--- config.mk ---
export PLATFORM = sky130hd
export DESIGN_NAME = rx_msg_tracker
export DESIGN_NICKNAME = d
export VERILOG_FILES = /design/src/rtl/rxmt_pkg.sv /design/src/rtl/rxmt_len_queue.sv /design/src/rtl/rxmt_frame_track.sv /design/src/rtl/rxmt_store_acct.sv /design/src/rtl/rx_msg_tracker.sv
export SDC_FILE = /design/constraint.sdc
export NUM_CORES = 1
export LEC_CHECK = 0
export ABC_AREA = 0
export BUFFER_PORTS_ARGS = -buffer_cell sky130_fd_sc_hd__buf_2
export CAP_MARGIN = 20
export CELL_PAD_IN_SITES_DETAIL_PLACEMENT = 0
export CELL_PAD_IN_SITES_GLOBAL_PLACEMENT = 1
export CORE_ASPECT_RATIO = 2
export CORE_MARGIN = 2
export CORE_UTILIZATION = 25
export DETAILED_ROUTE_END_ITERATION = 8
export GPL_TIMING_DRIVEN = 0
export PLACE_DENSITY_LB_ADDON = 0.12
export REMOVE_ABC_BUFFERS = 1
export SYNTH_ARGS = -nofsm -noshare
export SYNTH_HDL_FRONTEND = slang
export SYNTH_HIERARCHICAL = 1
export SYNTH_SLANG_ARGS = --single-unit
export TNS_END_PERCENT = 50
--- constraint.sdc ---
create_clock -name clk_i -period 3.55 [get_ports clk_i]
set_input_delay 0.5325 -clock clk_i [delete_from_list [all_inputs] [get_ports clk_i]]
set_output_delay 0.5325 -clock clk_i [all_outputs]
set_load 0.05 [all_outputs]
--- src/rtl/rxmt_pkg.sv ---
package rxmt_pkg;

  // Command bit positions decoded by the host command path.
  localparam int CMD_W       = 5;
  localparam int CMD_REL_BIT = 2;
  localparam int CMD_CLR_BIT = 3;

  typedef struct packed {
    logic release_buf;
    logic clear_ovr;
  } host_cmd_t;

  function automatic host_cmd_t decode_cmd(input logic wr, input logic [CMD_W-1:0] word);
    host_cmd_t c;
    c.release_buf = wr & word[CMD_REL_BIT];
    c.clear_ovr   = wr & word[CMD_CLR_BIT];
    return c;
  endfunction

  // True when a whole message of len bytes fits beside held bytes.
  function automatic logic msg_fits(input int unsigned held, input int unsigned len,
                                    input int unsigned cap);
    return (held + len) <= cap;
  endfunction

  // True when one more byte of the frame in progress can be counted.
  function automatic logic byte_room(input int unsigned held, input int unsigned part,
                                     input int unsigned cap);
    return (held + part) < cap;
  endfunction

  // Next index of a circular pointer over depth slots.
  function automatic int unsigned ring_next(input int unsigned p, input int unsigned depth);
    return (p == depth - 1) ? 0 : p + 1;
  endfunction

endpackage

--- src/rtl/rxmt_len_queue.sv ---
module rxmt_len_queue #(
  parameter int DEPTH = 21,
  parameter int LEN_W = 4
) (
  input  logic             clk_i,
  input  logic             rst_ni,
  input  logic             push_i,
  input  logic [LEN_W-1:0] push_len_i,
  input  logic             pop_i,
  output logic [LEN_W-1:0] head_len_o
);
  import rxmt_pkg::*;

  localparam int PTR_W = (DEPTH > 1) ? $clog2(DEPTH) : 1;

  logic [LEN_W-1:0] slot_q [DEPTH];
  logic [PTR_W-1:0] wr_ptr_q, rd_ptr_q;

  always_ff @(posedge clk_i) begin
    if (push_i) slot_q[wr_ptr_q] <= push_len_i;
  end

  always_ff @(posedge clk_i or negedge rst_ni) begin
    if (!rst_ni) begin
      wr_ptr_q <= '0;
      rd_ptr_q <= '0;
    end else begin
      if (push_i) wr_ptr_q <= PTR_W'(ring_next(32'(wr_ptr_q), DEPTH));
      if (pop_i)  rd_ptr_q <= PTR_W'(ring_next(32'(rd_ptr_q), DEPTH));
    end
  end

  assign head_len_o = slot_q[rd_ptr_q];

endmodule

--- src/rtl/rxmt_frame_track.sv ---
module rxmt_frame_track #(
  parameter int CAP_BYTES = 64,
  parameter int BYTE_W    = 7
) (
  input  logic              clk_i,
  input  logic              rst_ni,
  input  logic              abort_i,
  input  logic              start_i,
  input  logic              byte_i,
  input  logic              end_i,
  input  logic [BYTE_W-1:0] committed_i,
  input  logic              drop_i,
  output logic              end_ev_o,
  output logic [BYTE_W-1:0] partial_o,
  output logic              miss_o
);
  import rxmt_pkg::*;

  logic              active_q;
  logic [BYTE_W-1:0] partial_q;
  logic              miss_q;
  logic              room;

  assign room     = byte_room(32'(committed_i), 32'(partial_q), CAP_BYTES);
  assign end_ev_o = end_i & active_q & ~abort_i & ~start_i;

  always_ff @(posedge clk_i or negedge rst_ni) begin
    if (!rst_ni) begin
      active_q  <= 1'b0;
      partial_q <= '0;
      miss_q    <= 1'b0;
    end else if (abort_i) begin
      active_q  <= 1'b0;
      partial_q <= '0;
      miss_q    <= 1'b0;
    end else begin
      if (start_i) begin
        active_q  <= 1'b1;
        partial_q <= '0;
        miss_q    <= 1'b0;
      end else if (end_ev_o) begin
        active_q  <= 1'b0;
        partial_q <= '0;
      end else if (byte_i && active_q && room) begin
        partial_q <= partial_q + 1'b1;
      end
      if (drop_i) miss_q <= 1'b1;
    end
  end

  assign partial_o = partial_q;
  assign miss_o    = miss_q;

endmodule

--- src/rtl/rxmt_store_acct.sv ---
module rxmt_store_acct #(
  parameter int CAP_BYTES = 64,
  parameter int BYTE_W    = 7,
  parameter int CNT_W     = 7,
  parameter int LEN_W     = 4
) (
  input  logic              clk_i,
  input  logic              rst_ni,
  input  logic              end_ev_i,
  input  logic [LEN_W-1:0]  frame_len_i,
  input  logic              rel_req_i,
  input  logic              clr_req_i,
  input  logic [LEN_W-1:0]  head_len_i,
  output logic              commit_ev_o,
  output logic              drop_ev_o,
  output logic              release_ev_o,
  output logic [CNT_W-1:0]  count_o,
  output logic [BYTE_W-1:0] committed_o,
  output logic              overrun_o
);
  import rxmt_pkg::*;

  logic [CNT_W-1:0]  count_q;
  logic [BYTE_W-1:0] committed_q;
  logic              ovr_q;
  logic              fits;

  // Space is judged on the bytes held before any same-cycle release.
  assign fits         = msg_fits(32'(committed_q), 32'(frame_len_i), CAP_BYTES);
  assign commit_ev_o  = end_ev_i & fits;
  assign drop_ev_o    = end_ev_i & ~fits;
  assign release_ev_o = rel_req_i & (count_q != '0);

  always_ff @(posedge clk_i or negedge rst_ni) begin
    if (!rst_ni) begin
      count_q     <= '0;
      committed_q <= '0;
      ovr_q       <= 1'b0;
    end else begin
      count_q <= count_q + CNT_W'(commit_ev_o) - CNT_W'(release_ev_o);
      committed_q <= committed_q
                   + (commit_ev_o  ? BYTE_W'(frame_len_i) : '0)
                   - (release_ev_o ? BYTE_W'(head_len_i)  : '0);
      if (drop_ev_o)      ovr_q <= 1'b1;
      else if (clr_req_i) ovr_q <= 1'b0;
    end
  end

  assign count_o     = count_q;
  assign committed_o = committed_q;
  assign overrun_o   = ovr_q;

endmodule

--- src/rtl/rx_msg_tracker.sv ---
module rx_msg_tracker #(
  parameter int CAP_BYTES = 64,
  parameter int MIN_LEN   = 3,
  parameter int MAX_LEN   = 13,
  parameter int CNT_W     = 7,
  parameter int BYTE_W    = $clog2(CAP_BYTES + 1),
  parameter int LEN_W     = $clog2(MAX_LEN + 1)
) (
  input  logic                     clk_i,
  input  logic                     rst_ni,
  input  logic                     reset_mode_i,
  input  logic                     frame_start_i,
  input  logic                     byte_wr_i,
  input  logic                     frame_end_i,
  input  logic [LEN_W-1:0]         frame_len_i,
  input  logic                     cmd_wr_i,
  input  logic [rxmt_pkg::CMD_W-1:0] cmd_i,
  output logic [CNT_W-1:0]         msg_count_o,
  output logic                     rx_full_o,
  output logic                     overrun_o,
  output logic                     miss_o,
  output logic [BYTE_W-1:0]        used_bytes_o
);
  import rxmt_pkg::*;

  localparam int SLOTS = CAP_BYTES / MIN_LEN;

  host_cmd_t         hcmd;
  logic              end_ev, commit_ev, drop_ev, release_ev;
  logic [BYTE_W-1:0] committed, partial;
  logic [LEN_W-1:0]  head_len;

  assign hcmd = decode_cmd(cmd_wr_i, cmd_i);

  rxmt_frame_track #(.CAP_BYTES(CAP_BYTES), .BYTE_W(BYTE_W)) frame_i (
    .clk_i      (clk_i),
    .rst_ni     (rst_ni),
    .abort_i    (reset_mode_i),
    .start_i    (frame_start_i),
    .byte_i     (byte_wr_i),
    .end_i      (frame_end_i),
    .committed_i(committed),
    .drop_i     (drop_ev),
    .end_ev_o   (end_ev),
    .partial_o  (partial),
    .miss_o     (miss_o)
  );

  rxmt_store_acct #(.CAP_BYTES(CAP_BYTES), .BYTE_W(BYTE_W), .CNT_W(CNT_W),
                    .LEN_W(LEN_W)) acct_i (
    .clk_i       (clk_i),
    .rst_ni      (rst_ni),
    .end_ev_i    (end_ev),
    .frame_len_i (frame_len_i),
    .rel_req_i   (hcmd.release_buf),
    .clr_req_i   (hcmd.clear_ovr),
    .head_len_i  (head_len),
    .commit_ev_o (commit_ev),
    .drop_ev_o   (drop_ev),
    .release_ev_o(release_ev),
    .count_o     (msg_count_o),
    .committed_o (committed),
    .overrun_o   (overrun_o)
  );

  rxmt_len_queue #(.DEPTH(SLOTS), .LEN_W(LEN_W)) lenq_i (
    .clk_i     (clk_i),
    .rst_ni    (rst_ni),
    .push_i    (commit_ev),
    .push_len_i(frame_len_i),
    .pop_i     (release_ev),
    .head_len_o(head_len)
  );

  assign rx_full_o    = (msg_count_o != '0);
  assign used_bytes_o = committed + partial;

endmodule

# == Yosys cells after proc, flatten, opt, wreduce, memory -nomap -nowiden ==
# Memory sizes are Yosys's and may differ from the RTL's.
# Cells that the tools add are included.
# totals
memories,1
ff_bits,34
elab_cells,59
mem_bits_rw,84
inputBits,16
out_inout_bits,17
# op_classes
n_eq_ne,2
n_addsub,10
n_reduce_logical,7
bitwise,11
magnitude_cmp,2
mux,18
# memory_table
memory,depth,word_bits,rd,rd_clocked_by_memory_dff,wr,line,rtl
lenq_i.slot_q,21,4,1,0,1,rxmt_len_queue.sv:16,logic [LEN_W-1:0] slot_q [DEPTH];
# ops
operator,count
32-bit by 7-bit <= comparator with 1-bit output (second input constant),1
32-bit by 7-bit less-than comparator with 1-bit output (second input constant),1
7-bit two-way mux,4
7-bit adder,2
5-bit by 1-bit adder with 5-bit output (second input constant),2
5-bit == test (second input constant),2
1-bit two-way mux,10
5-bit two-way mux,2
7-bit by 4-bit adder with 8-bit output,1
7-bit by 7-bit adder with 8-bit output,1
1-bit AND,8
4-bit two-way mux,2
7-bit by 1-bit adder with 7-bit output,1
7-bit by 1-bit adder with 7-bit output (second input constant),1
7-bit nonzero test,1
7-bit by 1-bit subtractor with 7-bit output,1
7-bit subtractor,1
3-bit nonzero test,2
4-bit nonzero test,1
1-bit inverter,3
1-bit logical AND,2
2-bit nonzero test,1

# == Logic depth before layout (Yosys ltp) ==
# depth
depth_word,7
ltp_mapped,17
mapped_depth_nobuf,17

# == Modules after synthesis ==
# Netlist, hierarchy kept.
# modules_own_cells
module,area_per_inst_um2,cells_per_inst,seq_area_each_um2,n_inst
rxmt_len_queue,3980.1,266,2772.7,1
rxmt_store_acct,1326.3,135,375.4,1
rxmt_frame_track,635.6,69,225.2,1
rx_msg_tracker,297.8,38,0.0,1

# == Worst setup path before layout ==
# OpenSTA, ideal clock, no wires.
# synth_timing
kind,input-to-reg
startpoint,in frame_len_i[0]
endpoint,"reg acct_i.committed_q[6], in the netlist acct_i/committed_o[6]"
n_path_buf,0
setup_slack_ps,-445
required_time_ps,3451
stages,14
setup_time_ps,99
arrival_ps,3896
path_cell_list,ha_1 > fa_1 > and3_2 > or3_1 > a221o_1 > o21ai_2 > nand4_1 > fa_1 > fa_1 > nor2b_1 > o21a_1 > o21ai_1 > nor4b_1 > a311oi_1
# synth_between
elab_chain_cells,6
# synth_lines
element,line,rtl
start: declaration,rx_msg_tracker.sv:15,"input logic [LEN_W-1:0] frame_len_i,"
7-bit by 4-bit adder with 8-bit output,rxmt_pkg.sv:23,return (held + len) <= cap;
32-bit by 7-bit <= comparator with 1-bit output,rxmt_pkg.sv:23,
1-bit AND,rxmt_store_acct.sv:30,assign commit_ev_o = end_ev_i & fits;
4-bit two-way mux *,rxmt_store_acct.sv:42,+ (commit_ev_o ? BYTE_W'(frame_len_i) : '0)
7-bit adder *,rxmt_store_acct.sv:42,
7-bit subtractor *,rxmt_store_acct.sv:43,- (release_ev_o ? BYTE_W'(head_len_i) : '0);
end signal: assignment,rxmt_store_acct.sv:41,committed_q <= committed_q
end: declaration,rxmt_store_acct.sv:24,logic [BYTE_W-1:0] committed_q;
# Every way passes the cells marked *; elsewhere a longest branch is shown, timed or not.
# A chain may end at the register's enable or synchronous reset.

# == Final worst setup path ==
# layout_timing
startpoint,"reg acct_i.committed_q[0], in the netlist acct_i/committed_o[0]"
endpoint,"reg acct_i.committed_q[6], in the netlist acct_i/committed_o[6]"
# layout_between
elab_chain_cells,6
# layout_lines
element,line
7-bit by 4-bit adder with 8-bit output,rxmt_pkg.sv:23
32-bit by 7-bit <= comparator with 1-bit output,rxmt_pkg.sv:23
1-bit AND,rxmt_store_acct.sv:30
4-bit two-way mux,rxmt_store_acct.sv:42
7-bit adder *,rxmt_store_acct.sv:42
7-bit subtractor *,rxmt_store_acct.sv:43
# Marked as above.

==> run_results.csv <==
group,metric,value,unit
synth,yosysWarnings,6,
synth,ys_dominant_reg_cell,"edfxtp_1",
synth,synthCells,508,
cts,cts_tree,"yes",
synth,synth_top_area_share,40.4,%
setup_path,worstPathArrival,4.32,ns
synth,synth_most_common_cell,"edfxtp_1",
placed_design,gp_congestion,0.712,
global_routing,grt_pass1_vias,4504,
timing,finalCritPeriodShare,112,%
timing,holdWs,0.233,ns
cts,numCtsBuffers,17,
floorplanning,start_util,25.4,%
floorplanning,io_pins,33,
synth,synth_edf_count,84,
timing,fin_skew,0.00730,ns
timing,max_freq,251,MHz
floorplanning,die_x,116,um
timing,relSlewSlack,37.2,%
cts,clock-sinks,118,
power_and_ir_drop,fin_total_pwr,6.54,mW
layout,antenna_cells_inserted,0,
placed_design,place_ws,-1.29,ns
global_routing,grt_max_degree,35,
timing,rsz0062_at_grt,"yes",
hold_path,hold_class,"input port to asynchronous set/reset pin",
setup_path,reg2reg_slack,-0.44,ns
power_and_ir_drop,powerDensity,853,nW/um^2
setup_path,cp_slowest_cell,"fa_1",
setup_path,reg2reg_from,"acct_i/committed_o[0]",
setup_path,crit-reg2reg-capture,"acct_i/committed_o[6]",
setup_path,startpoint,"acct_i/committed_o[0]",
detailed_routing,via_per_inst,4.48,
placed_design,dp_hpwl,12200,um
synth,yosysSeqAreaShare,54.1,%
layout,final_cell_area,7670,um^2
cts,clock_latency,0.43,ns
setup_path,cp_max_fo,4,
synth,synth_cell_types,63,
detailed_routing,vias,4017,
timing,setup_viol,5,
cts,clock_path_buffers,2,
detailed_routing,drc,0,
floorplanning,core-area,24500,um^2
layout,drive_gt1_share,24.3,%
detailed_routing,first_iter_violations,128,
floorplanning,die_h,227,um
setup_path,required,3.88,ns
detailed_routing,drt_pass1_iterations,4,
global_routing,grt-ovfl-total,0,
synth,yosys.area.top_type,"edfxtp_1",
flow_run,max-cap-violations,0,
setup_path,crit_path_end_kind,"flop",
global_routing,grtUsageTotal,13.5,%
layout,syn2layout_area_growth,22.9,%
setup_path,crit_chain,"ha_4 -> fa_2 -> and3_4 -> or3_4 -> a221o_1 -> o21ai_2 -> nand4_1 -> fa_1 -> inv_2 -> ha_4 -> nor2b_1 -> o21a_1 -> o21ai_2 -> nand2b_1 -> a311oi_2",
cts,cts_htree_levels,4,
setup_path,crit_path_max_incr_delay,0.57,ns
synth,ys_async_sr_fraction,28.8,%
timing,setup_ws,-0.438,ns
power_and_ir_drop,p_leak,2.93,nW
global_routing,antenna_found_initial,0,
synth,syn_area,6240,um^2
power_and_ir_drop,ir_drop,0.378,mV
synth,ys_ff_latch,118,
cts,cts.clk_slew.worst_paths,0.06,ns
setup_path,startpoint_type,"flop",
layout,final_nets,615,
detailed_routing,drt-total-wl,16400,um
synth,synth_area_per_cell,12.3,um^2
synth,netlist_top_cells_count,"84 x edfxtp_1, 49 x nand2_1, 41 x ha_1",
timing,worst_pin_slew,0.943,ns
setup_path,cp_top_family,"adder cells",
status,violations,"negative setup slack",
timing,hold_viol_final,0,
placed_design,placed_cells,855,
timing,maxSlewViolCount,0,
setup_path,path_class,"flop to flop",
cts,root_buffer,"clkbuf_16",
floorplanning,dieArea,26300,um^2
layout,finalNonFillerCells,896,
floorplanning,num_rows,81,
global_routing,grt_pass1_wl,25500,um
detailed_routing,drtAntennaViolNets,0,
timing,final.min_clock_period,3.99,ns
detailed_routing,wire_per_inst,18.3,um
placed_design,placed_area,6740,um^2
setup_path,r2r_cells,15,
setup_path,path_buf_inv,1,
status,run_status,"finished, violations left",
placed_design,port_buffers,29,
synth,ys_top_cells_by_area,"edfxtp_1 40%, dfrtp_1 14%, ha_1 8.2%, mux2i_1 5.6%, nand2_1 2.9%",
-- flip-flops by register name, summed over array words and instances (netlist names) --
signal / cells
lenq_i/wr_ptr_q: 5
lenq_i/rd_ptr_q: 5
acct_i/count_o: 7
frame_i/partial_o: 7
acct_i/committed_o: 7
frame_i/miss_o: 1
lenq_i/slot_q: 84
frame_i/active_q: 1
acct_i/overrun_o: 1
-- report_power, final --
group | switching [mW] | internal (mW)
logic | 1.57 | 1.18
clock network | 0.635 | 1.16
registers | 0.340 | 1.65
-- worst reg2reg max path, delay by kind of cell, from the launching register on --
| family | cells | cell delay (ns) |
|---|---|---|
| buffers and inverters | 1 | 0.05 |
| AOI/OAI and AO/OA | 5 | 1.21 |
| adders and majority gates | 4 | 1.34 |
| DFF | 1 | 0.42 |
| and+or+nand+nor | 5 | 0.87 |
-- how the worst max path moves through the flow --
stage,to,slack [ns],depth (start not counted)
floorplan,acct_i/committed_o[6],-0.47,12
global placement,acct_i/committed_o[6],-1.41,12
detailed placement,acct_i/committed_o[6],-1.29,15
CTS,acct_i/committed_o[6],-0.47,15
global route,acct_i/committed_o[6],-0.59,16
finish,acct_i/committed_o[6],-0.44,15
-- metal layers --
layer  up-vias  share of wire, %  track usage (%)
met5         -                 0                0
met4         0               3.2             6.87
met3        25               2.4             2.96
met2        60                61             27.3
met1      1985                33             12.0
li1       1947                 -                -
-- per-stage QoR --
step	util, %	TNS [ns]
global route	31.3	-2.60
CTS	31.0	-1.38
floorplan	-	-1.72
finish	31.3	-1.27
detailed placement	27.5	-84.83
global placement	27.4	-84.16
-- cells by family after synthesis --
| group | count (synthesis) | share of synthesized area [%] |
|---|---|---|
| adders and majority gates | 48 | 10.5 |
| and+or+nand+nor | 142 | 11.5 |
| buffers and inverters | 55 | 3.77 |
| xor gates and xnor gates | 21 | 3.19 |
| AOI/OAI and AO/OA | 80 | 9.08 |
| DFF | 118 | 54.1 |
| muxes | 44 | 7.96 |
-- layout make-up --
type	instances	area, um^2
Fill cell	2550	16900
Clock buffer	18	429
Sequential cell	118	3380
Tap cell	332	415
Inverter	39	146
Multi-Input combinational cell	335	2870
Timing Repair Buffer	40	250
Clock inverter	14	184
-- timing repair --
item                                    4_1_cts  5_1_grt
hold buffers                                  0        0
buffers inserted                              8        3
pin swaps                                    20       19
endpoints found under the setup margin       97       59
gates resized for setup                      48       14
-- layout by cell type (no fill, tap or decap), types with 5 or more instances in the layout --
| cell | n |
|---|---|
| nor2_1 | 13 |
| nor2_4 | 5 |
| buf_2 | 25 |
| inv_2 | 6 |
| mux2i_1 | 35 |
| o21ai_0 | 11 |
| a22oi_1 | 12 |
| xnor2_1 | 11 |
| dfrtp_1 | 29 |
| dfrtp_2 | 5 |
| xor2_1 | 7 |
| inv_1 | 33 |
| nand3_1 | 9 |
| o21bai_1 | 6 |
| edfxtp_1 | 84 |
| nand2_1 | 46 |
| a21o_1 | 6 |
| buf_4 | 13 |
| a21oi_1 | 15 |
| nand2b_1 | 6 |
| nand4_1 | 12 |
| and2_1 | 11 |
| nor2_2 | 5 |
| clkbuf_16 | 17 |
| ha_4 | 5 |
| ha_1 | 36 |
(Power assumes the default switching activity.)
